--- src/rtl/dis_pkg.sv ---
`timescale 1ns/1ps
package dis_pkg;
   // word indices; byte offset is index * 4
   localparam int IDX_ELO  = 0;
   localparam int IDX_EHI  = 1;
   localparam int IDX_STAT = 3;
   localparam int IDX_SET  = 5;
   localparam int IDX_CLR  = 7;
   // status bit positions
   localparam int SRC_DRV  = 0;
   localparam int SRC_BERR = 1;
   localparam int NUM_SRC  = 2;
endpackage

--- src/rtl/dis_status_bit.sv ---
`timescale 1ns/1ps
module dis_status_bit #(
   parameter bit EDGE_MODE = 1'b1
) (
   input  logic clk,
   input  logic rst_n,
   input  logic ev_in,
   input  logic clr,
   output logic stat
);
   logic ev;

   generate
      if (EDGE_MODE) begin : g_edge
         logic prev_q;
         always_ff @(posedge clk) begin
            if (!rst_n) prev_q <= 1'b0;
            else        prev_q <= ev_in;
         end
         assign ev = ev_in & ~prev_q;
      end else begin : g_pulse
         assign ev = ev_in;
      end
   endgenerate

   // event has priority over clear
   always_ff @(posedge clk) begin
      if (!rst_n)   stat <= 1'b0;
      else if (ev)  stat <= 1'b1;
      else if (clr) stat <= 1'b0;
   end

   p_event_sets_r6: assert property (@(posedge clk) disable iff (!rst_n)
      $past(rst_n & ev) |-> stat);
   p_clear_empties_r5: assert property (@(posedge clk) disable iff (!rst_n)
      $past(rst_n & clr & ~ev) |-> !stat);
   p_sticky_r2: assert property (@(posedge clk) disable iff (!rst_n)
      $past(rst_n & stat & ~clr) |-> stat);
endmodule

--- src/rtl/dis_err_capture.sv ---
`timescale 1ns/1ps
module dis_err_capture #(
   parameter int EADDR_W = 64
) (
   input  logic               clk,
   input  logic               rst_n,
   input  logic               err_ev,
   input  logic               err_flag,
   input  logic [EADDR_W-1:0] addr_in,
   output logic [EADDR_W-1:0] addr_q
);
   logic take;
   assign take = err_ev & ~err_flag;

   always_ff @(posedge clk) begin
      if (!rst_n)    addr_q <= '0;
      else if (take) addr_q <= addr_in;
   end

   p_addr_hold_r4: assert property (@(posedge clk) disable iff (!rst_n)
      $past(rst_n & err_flag) |-> $stable(addr_q));
   p_addr_capture_r3: assert property (@(posedge clk) disable iff (!rst_n)
      $past(rst_n & err_ev & ~err_flag) |-> (addr_q == $past(addr_in)));
endmodule

--- src/rtl/dis_regfile.sv ---
`timescale 1ns/1ps
module dis_regfile
   import dis_pkg::*;
#(
   parameter int ADDR_W  = 12,
   parameter int DATA_W  = 32,
   parameter int EADDR_W = 64
) (
   input  logic               clk,
   input  logic               rst_n,
   input  logic [ADDR_W-1:0]  reg_addr,
   input  logic               reg_wr,
   input  logic [DATA_W-1:0]  reg_wdata,
   input  logic [NUM_SRC-1:0] stat,
   input  logic [EADDR_W-1:0] err_addr,
   output logic [DATA_W-1:0]  rdata,
   output logic [NUM_SRC-1:0] clr_mask,
   output logic [NUM_SRC-1:0] en
);
   localparam int WIDX_W = ADDR_W - 2;
   localparam int EXT_W  = 2 * DATA_W;

   logic [WIDX_W-1:0] widx;
   logic              aligned;
   logic [EXT_W-1:0]  ea_ext;
   logic              sel_elo, sel_ehi, sel_stat, sel_set, sel_clr;
   logic [NUM_SRC-1:0] set_mask;
   logic              unused_wdata;

   assign widx     = reg_addr[ADDR_W-1:2];
   assign aligned  = (reg_addr[1:0] == 2'b00);
   assign ea_ext   = EXT_W'(err_addr);
   assign sel_elo  = aligned && (widx == WIDX_W'(IDX_ELO));
   assign sel_ehi  = aligned && (widx == WIDX_W'(IDX_EHI));
   assign sel_stat = aligned && (widx == WIDX_W'(IDX_STAT));
   assign sel_set  = aligned && (widx == WIDX_W'(IDX_SET));
   assign sel_clr  = aligned && (widx == WIDX_W'(IDX_CLR));
   assign unused_wdata = ^reg_wdata[DATA_W-1:NUM_SRC];

   assign set_mask = (reg_wr && sel_set) ? reg_wdata[NUM_SRC-1:0] : '0;
   assign clr_mask = (reg_wr && sel_clr) ? reg_wdata[NUM_SRC-1:0] : '0;

   always_ff @(posedge clk) begin
      if (!rst_n) en <= '0;
      else        en <= en | set_mask;
   end

   always_comb begin
      rdata = '0;
      if (sel_elo)       rdata = ea_ext[DATA_W-1:0];
      else if (sel_ehi)  rdata = ea_ext[EXT_W-1:DATA_W];
      else if (sel_stat) rdata = DATA_W'(stat);
      else if (sel_set)  rdata = DATA_W'(en);
   end

   p_enable_sticky_r7: assert property (@(posedge clk) disable iff (!rst_n)
      $past(rst_n) |-> ((en & $past(en)) == $past(en)));
   p_clear_needs_write_r9: assert property (@(posedge clk) disable iff (!rst_n)
      !reg_wr |-> (clr_mask == '0));
endmodule

--- src/rtl/dma_irq_status.sv ---
`timescale 1ns/1ps
module dma_irq_status
   import dis_pkg::*;
#(
   parameter int ADDR_W  = 12,
   parameter int DATA_W  = 32,
   parameter int EADDR_W = 64,
   parameter bit OUT_REG = 1'b1
) (
   input  logic               clk,
   input  logic               rst_n,
   input  logic               drv_irq,
   input  logic               bus_err,
   input  logic [EADDR_W-1:0] bus_err_addr,
   input  logic [ADDR_W-1:0]  reg_addr,
   input  logic               reg_wr,
   input  logic [DATA_W-1:0]  reg_wdata,
   output logic [DATA_W-1:0]  reg_rdata,
   output logic               irq_out
);
   generate
      if (ADDR_W < 5) begin : g_bad_addr
         $error("ADDR_W must reach byte offset 0x1C");
      end
      if (DATA_W < NUM_SRC) begin : g_bad_data
         $error("DATA_W narrower than the status word");
      end
      if (EADDR_W > 2 * DATA_W || EADDR_W < 1) begin : g_bad_eaddr
         $error("EADDR_W must fit in two data words");
      end
   endgenerate

   logic [NUM_SRC-1:0] src_ev;
   logic [NUM_SRC-1:0] stat_q;
   logic [NUM_SRC-1:0] clr_mask;
   logic [NUM_SRC-1:0] en_q;
   logic [EADDR_W-1:0] err_addr_q;
   logic               armed;

   assign src_ev[SRC_DRV]  = drv_irq;
   assign src_ev[SRC_BERR] = bus_err;

   generate
      for (genvar i = 0; i < NUM_SRC; i++) begin : g_src
         dis_status_bit #(.EDGE_MODE(i == SRC_DRV)) u_bit (
            .clk   (clk),
            .rst_n (rst_n),
            .ev_in (src_ev[i]),
            .clr   (clr_mask[i]),
            .stat  (stat_q[i])
         );
      end
   endgenerate

   dis_err_capture #(.EADDR_W(EADDR_W)) u_cap (
      .clk      (clk),
      .rst_n    (rst_n),
      .err_ev   (bus_err),
      .err_flag (stat_q[SRC_BERR]),
      .addr_in  (bus_err_addr),
      .addr_q   (err_addr_q)
   );

   dis_regfile #(.ADDR_W(ADDR_W), .DATA_W(DATA_W), .EADDR_W(EADDR_W)) u_regs (
      .clk       (clk),
      .rst_n     (rst_n),
      .reg_addr  (reg_addr),
      .reg_wr    (reg_wr),
      .reg_wdata (reg_wdata),
      .stat      (stat_q),
      .err_addr  (err_addr_q),
      .rdata     (reg_rdata),
      .clr_mask  (clr_mask),
      .en        (en_q)
   );

   assign armed = |(stat_q & en_q);

   generate
      if (OUT_REG) begin : g_irq_reg
         logic irq_q;
         always_ff @(posedge clk) begin
            if (!rst_n) irq_q <= 1'b0;
            else        irq_q <= armed;
         end
         assign irq_out = irq_q;

         p_irq_latency_r8: assert property (@(posedge clk) disable iff (!rst_n)
            $past(rst_n) |-> (irq_out == $past(armed)));
      end else begin : g_irq_comb
         assign irq_out = armed;
      end
   endgenerate

   p_reset_quiet_r1: assert property (@(posedge clk) disable iff (!rst_n)
      !$past(rst_n) |-> (stat_q == '0 && en_q == '0));
endmodule

--- config.mk ---
export PLATFORM = sky130hd
export DESIGN_NAME = dma_irq_status
export DESIGN_NICKNAME = d
export VERILOG_FILES = /design/src/rtl/dis_pkg.sv /design/src/rtl/dis_status_bit.sv /design/src/rtl/dis_err_capture.sv /design/src/rtl/dis_regfile.sv /design/src/rtl/dma_irq_status.sv
export SDC_FILE = /design/constraint.sdc
export NUM_CORES = 1
export LEC_CHECK = 0
export BUFFER_PORTS_ARGS = -buffer_cell sky130_fd_sc_hd__buf_2
export CAP_MARGIN = 40
export CORE_MARGIN = 2
export CORE_UTILIZATION = 47
export DETAILED_ROUTE_END_ITERATION = 10
export PLACE_DENSITY_LB_ADDON = 0.25
export REMOVE_ABC_BUFFERS = 1
export SYNTH_ARGS = -nofsm -noshare
export SYNTH_HDL_FRONTEND = slang
export SYNTH_SLANG_ARGS = --single-unit
--- constraint.sdc ---
create_clock -name clk -period 1.67 [get_ports clk]
set_input_delay 0.334 -clock clk [delete_from_list [all_inputs] [get_ports clk]]
set_output_delay 0.334 -clock clk [all_outputs]
set_load 0.005 [all_outputs]
# Word-level counts from Yosys, hierarchy flattened
# Cells that the tools add are included.
[classes]
n_eq_ne = 4
mux = 10
bitwise_logic = 6
n_reduce_logical = 12
[op_table]
columns = ["op", "count"]
rows = [
  ["2-to-1 mux 32 bit", 3],
  ["equality test 10 x 3 -> 1 bit, second input constant", 2],
  ["equality test 10 x 1 -> 1 bit, second input constant", 1],
  ["equality test 10 x 2 -> 1 bit, second input constant", 1],
  ["zero test 10 bit", 1],
  ["logical AND 1 bit", 7],
  ["2-to-1 mux 2 bit", 3],
  ["2-to-1 mux 1 bit", 4],
  ["nonzero test 2 bit", 2],
  ["bitwise AND 1 bit", 2],
  ["bitwise AND 2 bit", 1],
  ["zero test 2 bit", 1],
  ["inverter 1 bit", 2],
  ["OR 2 bit", 1],
  ["OR reduction 2 bit", 1],
]
[totals]
ff_bits = 70
input_bits = 113
output_inout_bits = 33

# Depth between registers and ports, before layout
[depth]
depth_word = 6
mapped_depth = 5
ltp_nobuf = 3

# By module
# Synthesis repeated with hierarchy kept, for this count alone.
[unflattened]
cells_unflattened = 390
area_unflattened_um2 = 3609.7
[modules_own_cells]
columns = ["module", "n_inst", "cells_each", "area_each_um2", "seq_area_each_um2"]
rows = [
  ["dis_err_capture", 1, 278, 2720.1, 1281.2],
  ["dis_regfile", 1, 100, 744.5, 40.0],
  ["dis_status_bit at g_src[0].u_bit", 1, 6, 70.1, 40.0],
  ["dis_status_bit at g_src[1].u_bit", 1, 3, 41.3, 20.0],
  ["dma_irq_status", 1, 3, 33.8, 20.0],
]

# Worst setup path before layout
# Ideal clock, no wire load.
[synth_path]
kind = "in2out"
start = "input reg_addr[8]"
end = "output reg_rdata[0]"
arrival_ps = 1073
required_time_ps = 1336
path_slack_ps = 263
stages = 4
n_path_buf = 1
path_cell_list = "nor4_4 and3_1 buf_4 a21boi_1"
[synth_via]
elab_chain_len = 6
[synth_lines]
columns = ["item", "line_no", "text"]
rows = [
  ["from (decl)", "dma_irq_status.sv:15", "input logic [ADDR_W-1:0] reg_addr,"],
  ["equality test 10 x 3 -> 1 bit", "dis_regfile.sv:36", "assign sel_set = aligned && (widx == WIDX_W'(IDX_SET));"],
  ["logical AND 1 bit", "dis_regfile.sv:36", ""],
  ["2-to-1 mux 2 bit", "dis_regfile.sv:53", "else if (sel_set) rdata = DATA_W'(en);"],
  ["2-to-1 mux 32 bit", "dis_regfile.sv:52", "else if (sel_stat) rdata = DATA_W'(stat);"],
  ["2-to-1 mux 32 bit", "dis_regfile.sv:51", "else if (sel_ehi) rdata = ea_ext[EXT_W-1:DATA_W];"],
  ["2-to-1 mux 32 bit *", "dis_regfile.sv:50", "if (sel_elo) rdata = ea_ext[DATA_W-1:0];"],
  ["to (decl)", "dma_irq_status.sv:18", "output logic [DATA_W-1:0] reg_rdata,"],
]
# Mark *: on every way between the ends. The rest lies on a longest branch, timed or not.

# Worst setup path after layout
[layout_path]
start = "input reg_addr[8]"
end = "output reg_rdata[14]"
[layout_via]
elab_chain_len = 4
[layout_lines]
columns = ["item", "line_no", "text"]
rows = [
  ["equality test 10 x 1 -> 1 bit", "dis_regfile.sv:34", "assign sel_ehi = aligned && (widx == WIDX_W'(IDX_EHI));"],
  ["logical AND 1 bit", "dis_regfile.sv:34", ""],
  ["2-to-1 mux 32 bit", "dis_regfile.sv:51", ""],
  ["2-to-1 mux 32 bit *", "dis_regfile.sv:50", ""],
]
# Marked as above.

==> summary.md <==
| Metric | Value |
|---|---|
| Status | `finished with violations` |
| Violated checks | `setup timing` |
| Setup CP Type | `in2out` |
| Routed Antenna Nets | `0` |
| Layout Cells excl Fill | `595` |
| Commonest cells post-synth | `nand2_1, dfxtp_1, a21boi_1` |
| Vias in the first global route | `2692` |
| Mapped Cells | `387` |
| # IOs | `146` |
| Via Count | `2898` |
| Worst path slowest cell | `nor4_4` |
| Initial antenna violation count | `0` |
| DIE HEIGHT | `87.66 um` |
| RSZ-0062 raised after global routing | `yes` |
| WL/cell | `12.44 um` |
| Gate power share | `12.1%` |
| Sequential power share | `48.8%` |
| All-Layer GR Usage | `19.14%` |
| Setup violators final | `9` |
| DP HPWL | `4.992 mm` |
| Crit Path Max Fanout | `30` |
| Worst VDD drop | `0.4791 mV` |
| CTS tree | `yes` |
| DRT Pass-1 Iters | `4` |
| Total core area | `6794 um2` |
| Final Hold Slack | `0.2213 ns` |
| Synth Cell Area | `3289 um2` |
| Gpl congestion | `0.7596` |
| Die area | `7684 um2` |
| Number of DRC markers in iteration 0 | `115` |
| Placed Area | `3965 um2` |
| Fin crit share | `102.0%` |
| Fraction of layout cells with a size suffix above 1 | `36.07%` |
| Max incr delay on CP | `0.28 ns` |
| Global route overflow | `0` |
| CTS Buf Count | `9` |
| Clk sinks | `70` |
| Post-synthesis async set-or-reset flop share | `0%` |
| Seq. cell area | `1401 um2` |
| Die width | `87.66 um` |
| First-pass GRT wire length | `11.72 mm` |
| Area share of and/or/nand/nor cells after synthesis | `24.88%` |
| Nets | `607` |
| Adder-Cell Fraction of Synth Area | `0%` |
| Syn avg cell area | `8.500 um2` |
| Critical Path Sink Type | `output port` |
| Largest net degree at the start of global routing | `55` |
| Final WS setup | `-0.03275 ns` |
| Root Buffer | `clkbuf_8` |
| P_sw | `0.8878 mW` |
| DRC | `0` |
| Latest clock arrival within the worst-skew pair | `0.33 ns` |
| Vias per inst | `4.871` |
| Cell taking the most area after synthesis | `dfxtp_1` |
| Multi-input gate area | `1720 um2` |
| H-tree depth | `3` |
| Reg clk slew, reported paths | `0.07 ns` |
| CP Launch Type | `input port` |
| Most numerous cell in the Yosys netlist | `nand2_1` |
| CTS max path bufs | `2` |
| Hold WC Path Type | `in2reg` |
| Antenna cells | `0` |
| Clk_skew | `0.008871 ns` |
| Highest Clock Rate | `587.3 MHz` |
| Top FF cell, synth | `dfxtp_1` |
| Mux cell area share after synthesis | `9.814%` |
| Placed cell count | `579` |
| Worst Path Arrival | `1.37 ns` |
| Max Cap Viol | `0` |
| Int Pwr | `2.815 mW` |
| Area share of the largest cell type after synthesis | `42.60%` |
| Clock power frac | `39.0%` |
| I/O Buffers | `115` |
| Required time worst endpoint | `1.34 ns` |
| Endpoints failing hold | `0` |
| Post-Synth XOR/XNOR Area | `0%` |
| YS warnings | `0` |
| Pwr Density | `881.5 nW/um2` |
| Switching share of power | `23.98%` |
| Detailed Route WL | `7.402 mm` |
| Worst Tran Pin Value | `0.3627 ns` |
| Number of synthesized flops with an enable pin | `0` |
| P&R area growth vs syn | `27.69%` |
| Final Util | `61.82%` |
| Lkg Pwr | `1.849 nW` |
| # fillers | `633` |
| Largest family of logic cells by synthesized area | `simple AND/OR/NAND/NOR gates` |
| Largest cells by area after synthesis | `dfxtp_1, nand2_1, mux2i_1, a21boi_1, a21boi_0` |
| Cell Chain, Critical Path | `buf_6 -> nor4_4 -> nand4_2 -> buf_12 -> nor2_2 -> buf_2` |
| Slew HR | `75.63%` |
| Sequential share of the synthesized area | `42.60%` |
| Row cnt | `30` |
| Synth unique cells | `29` |
| Max Slew Vio Count | `0` |
| #FFs+latches synth | `70` |
| Fin crit period | `1.703 ns` |
| Post-Place Setup Slack | `-0.05666 ns` |
| Post-route cell area | `4200 um2` |
| Compound-Gate Fraction of Synth Area | `17.00%` |
| Initial core utilization | `48.42%` |
cell usage in the layout, fill, tap and decap left out, drive strengths merged:
cell / instances
nand2: 128
buf: 126
dfxtp: 70
a21boi: 66
nor2: 33
mux2i: 30
clkbuf: 9
nor2b: 7
clkinv: 5
a22oi: 3
nor3: 2
nand3: 2
mux2: 2
o21ai: 2
a31oi: 2
bufinv: 2
nand4: 2
nor4: 1
and3: 1
nand2b: 1
and4: 1
a32o: 1
and2: 1
nor3b: 1
a22o: 1
kinds of logic (layout without fill, tap and decap cells):
group / after synthesis / count (layout)
and+or+nand+nor: 180 / 180
AOI/OAI and AO/OA: 75 / 75
DFF: 70 / 70
muxes: 32 / 32
buffers and inverters: 30 / 142
cell type report:
class,instances,area share [%]
clock buffers,9,2.949
clock inverters,7,2.115
multi-input cells,287,40.96
repair buffers,126,17.75
flip-flops and latches,70,33.36
well taps,96,2.860
power by group through the flow:
stage / clock (mW) / sequential [mW] / combinational [mW]
floorplan: 0 / 1.83 / 0.224
global placement: 0 / 1.84 / 0.441
detailed placement: 0 / 1.85 / 0.449
CTS: 1.48 / 1.81 / 0.453
global route: 1.55 / 1.82 / 0.502
finish: 1.44 / 1.81 / 0.449
timing repair:
action                                  4_1_cts  5_1_grt
hold buffers                                  0        0
cloned                                        0        0
endpoints found under the setup margin       30       32
resized for setup                             2        2
buffers inserted                              0        0
through the flow:
stage	total power [mW]	TNS, ns
after global routing	3.866	-2.064
after CTS	3.743	-0.2443
after detailed placement	2.295	-0.8579
after global placement	2.281	-0.7425
final	3.702	-0.09233
after floorplan	2.056	-79.45
path summary, 6_finish.rpt:
kind                             from                           end  slack (ns)  cells after the start
setup / recovery          reg_addr[8]                 reg_rdata[14]       -0.03                      6
hold / removal                drv_irq  g_src[0].u_bit.g_edge.prev_q        0.22                      2
setup reg to reg  g_src[1].u_bit.stat              u_cap.addr_q[21]        0.26                      4
hold reg to reg       u_cap.addr_q[4]               u_cap.addr_q[4]        0.45                      2
state kept, by name, summed over array words and instances (netlist names):
register	count
u_regs.en	2
irq_out	1
g_src.u_bit.g_edge.prev_q	1
g_src.u_bit.stat	2
u_cap.addr_q	64
critical path: cells and delay by family:
family	cells	cell delay (ns)
simple gates	3	0.59
buf+inv	3	0.44
metal layers:
layer  vias to the layer above  track usage [%]  part of all wire (%)
met5                         -                0                     0
met4                         0            7.552                   1.0
met3                         5            3.393                   4.4
met2                        79            32.85                    48
met1                      1330            23.82                    46
li1                       1484                -                     -
(Power assumes the default switching activity.)
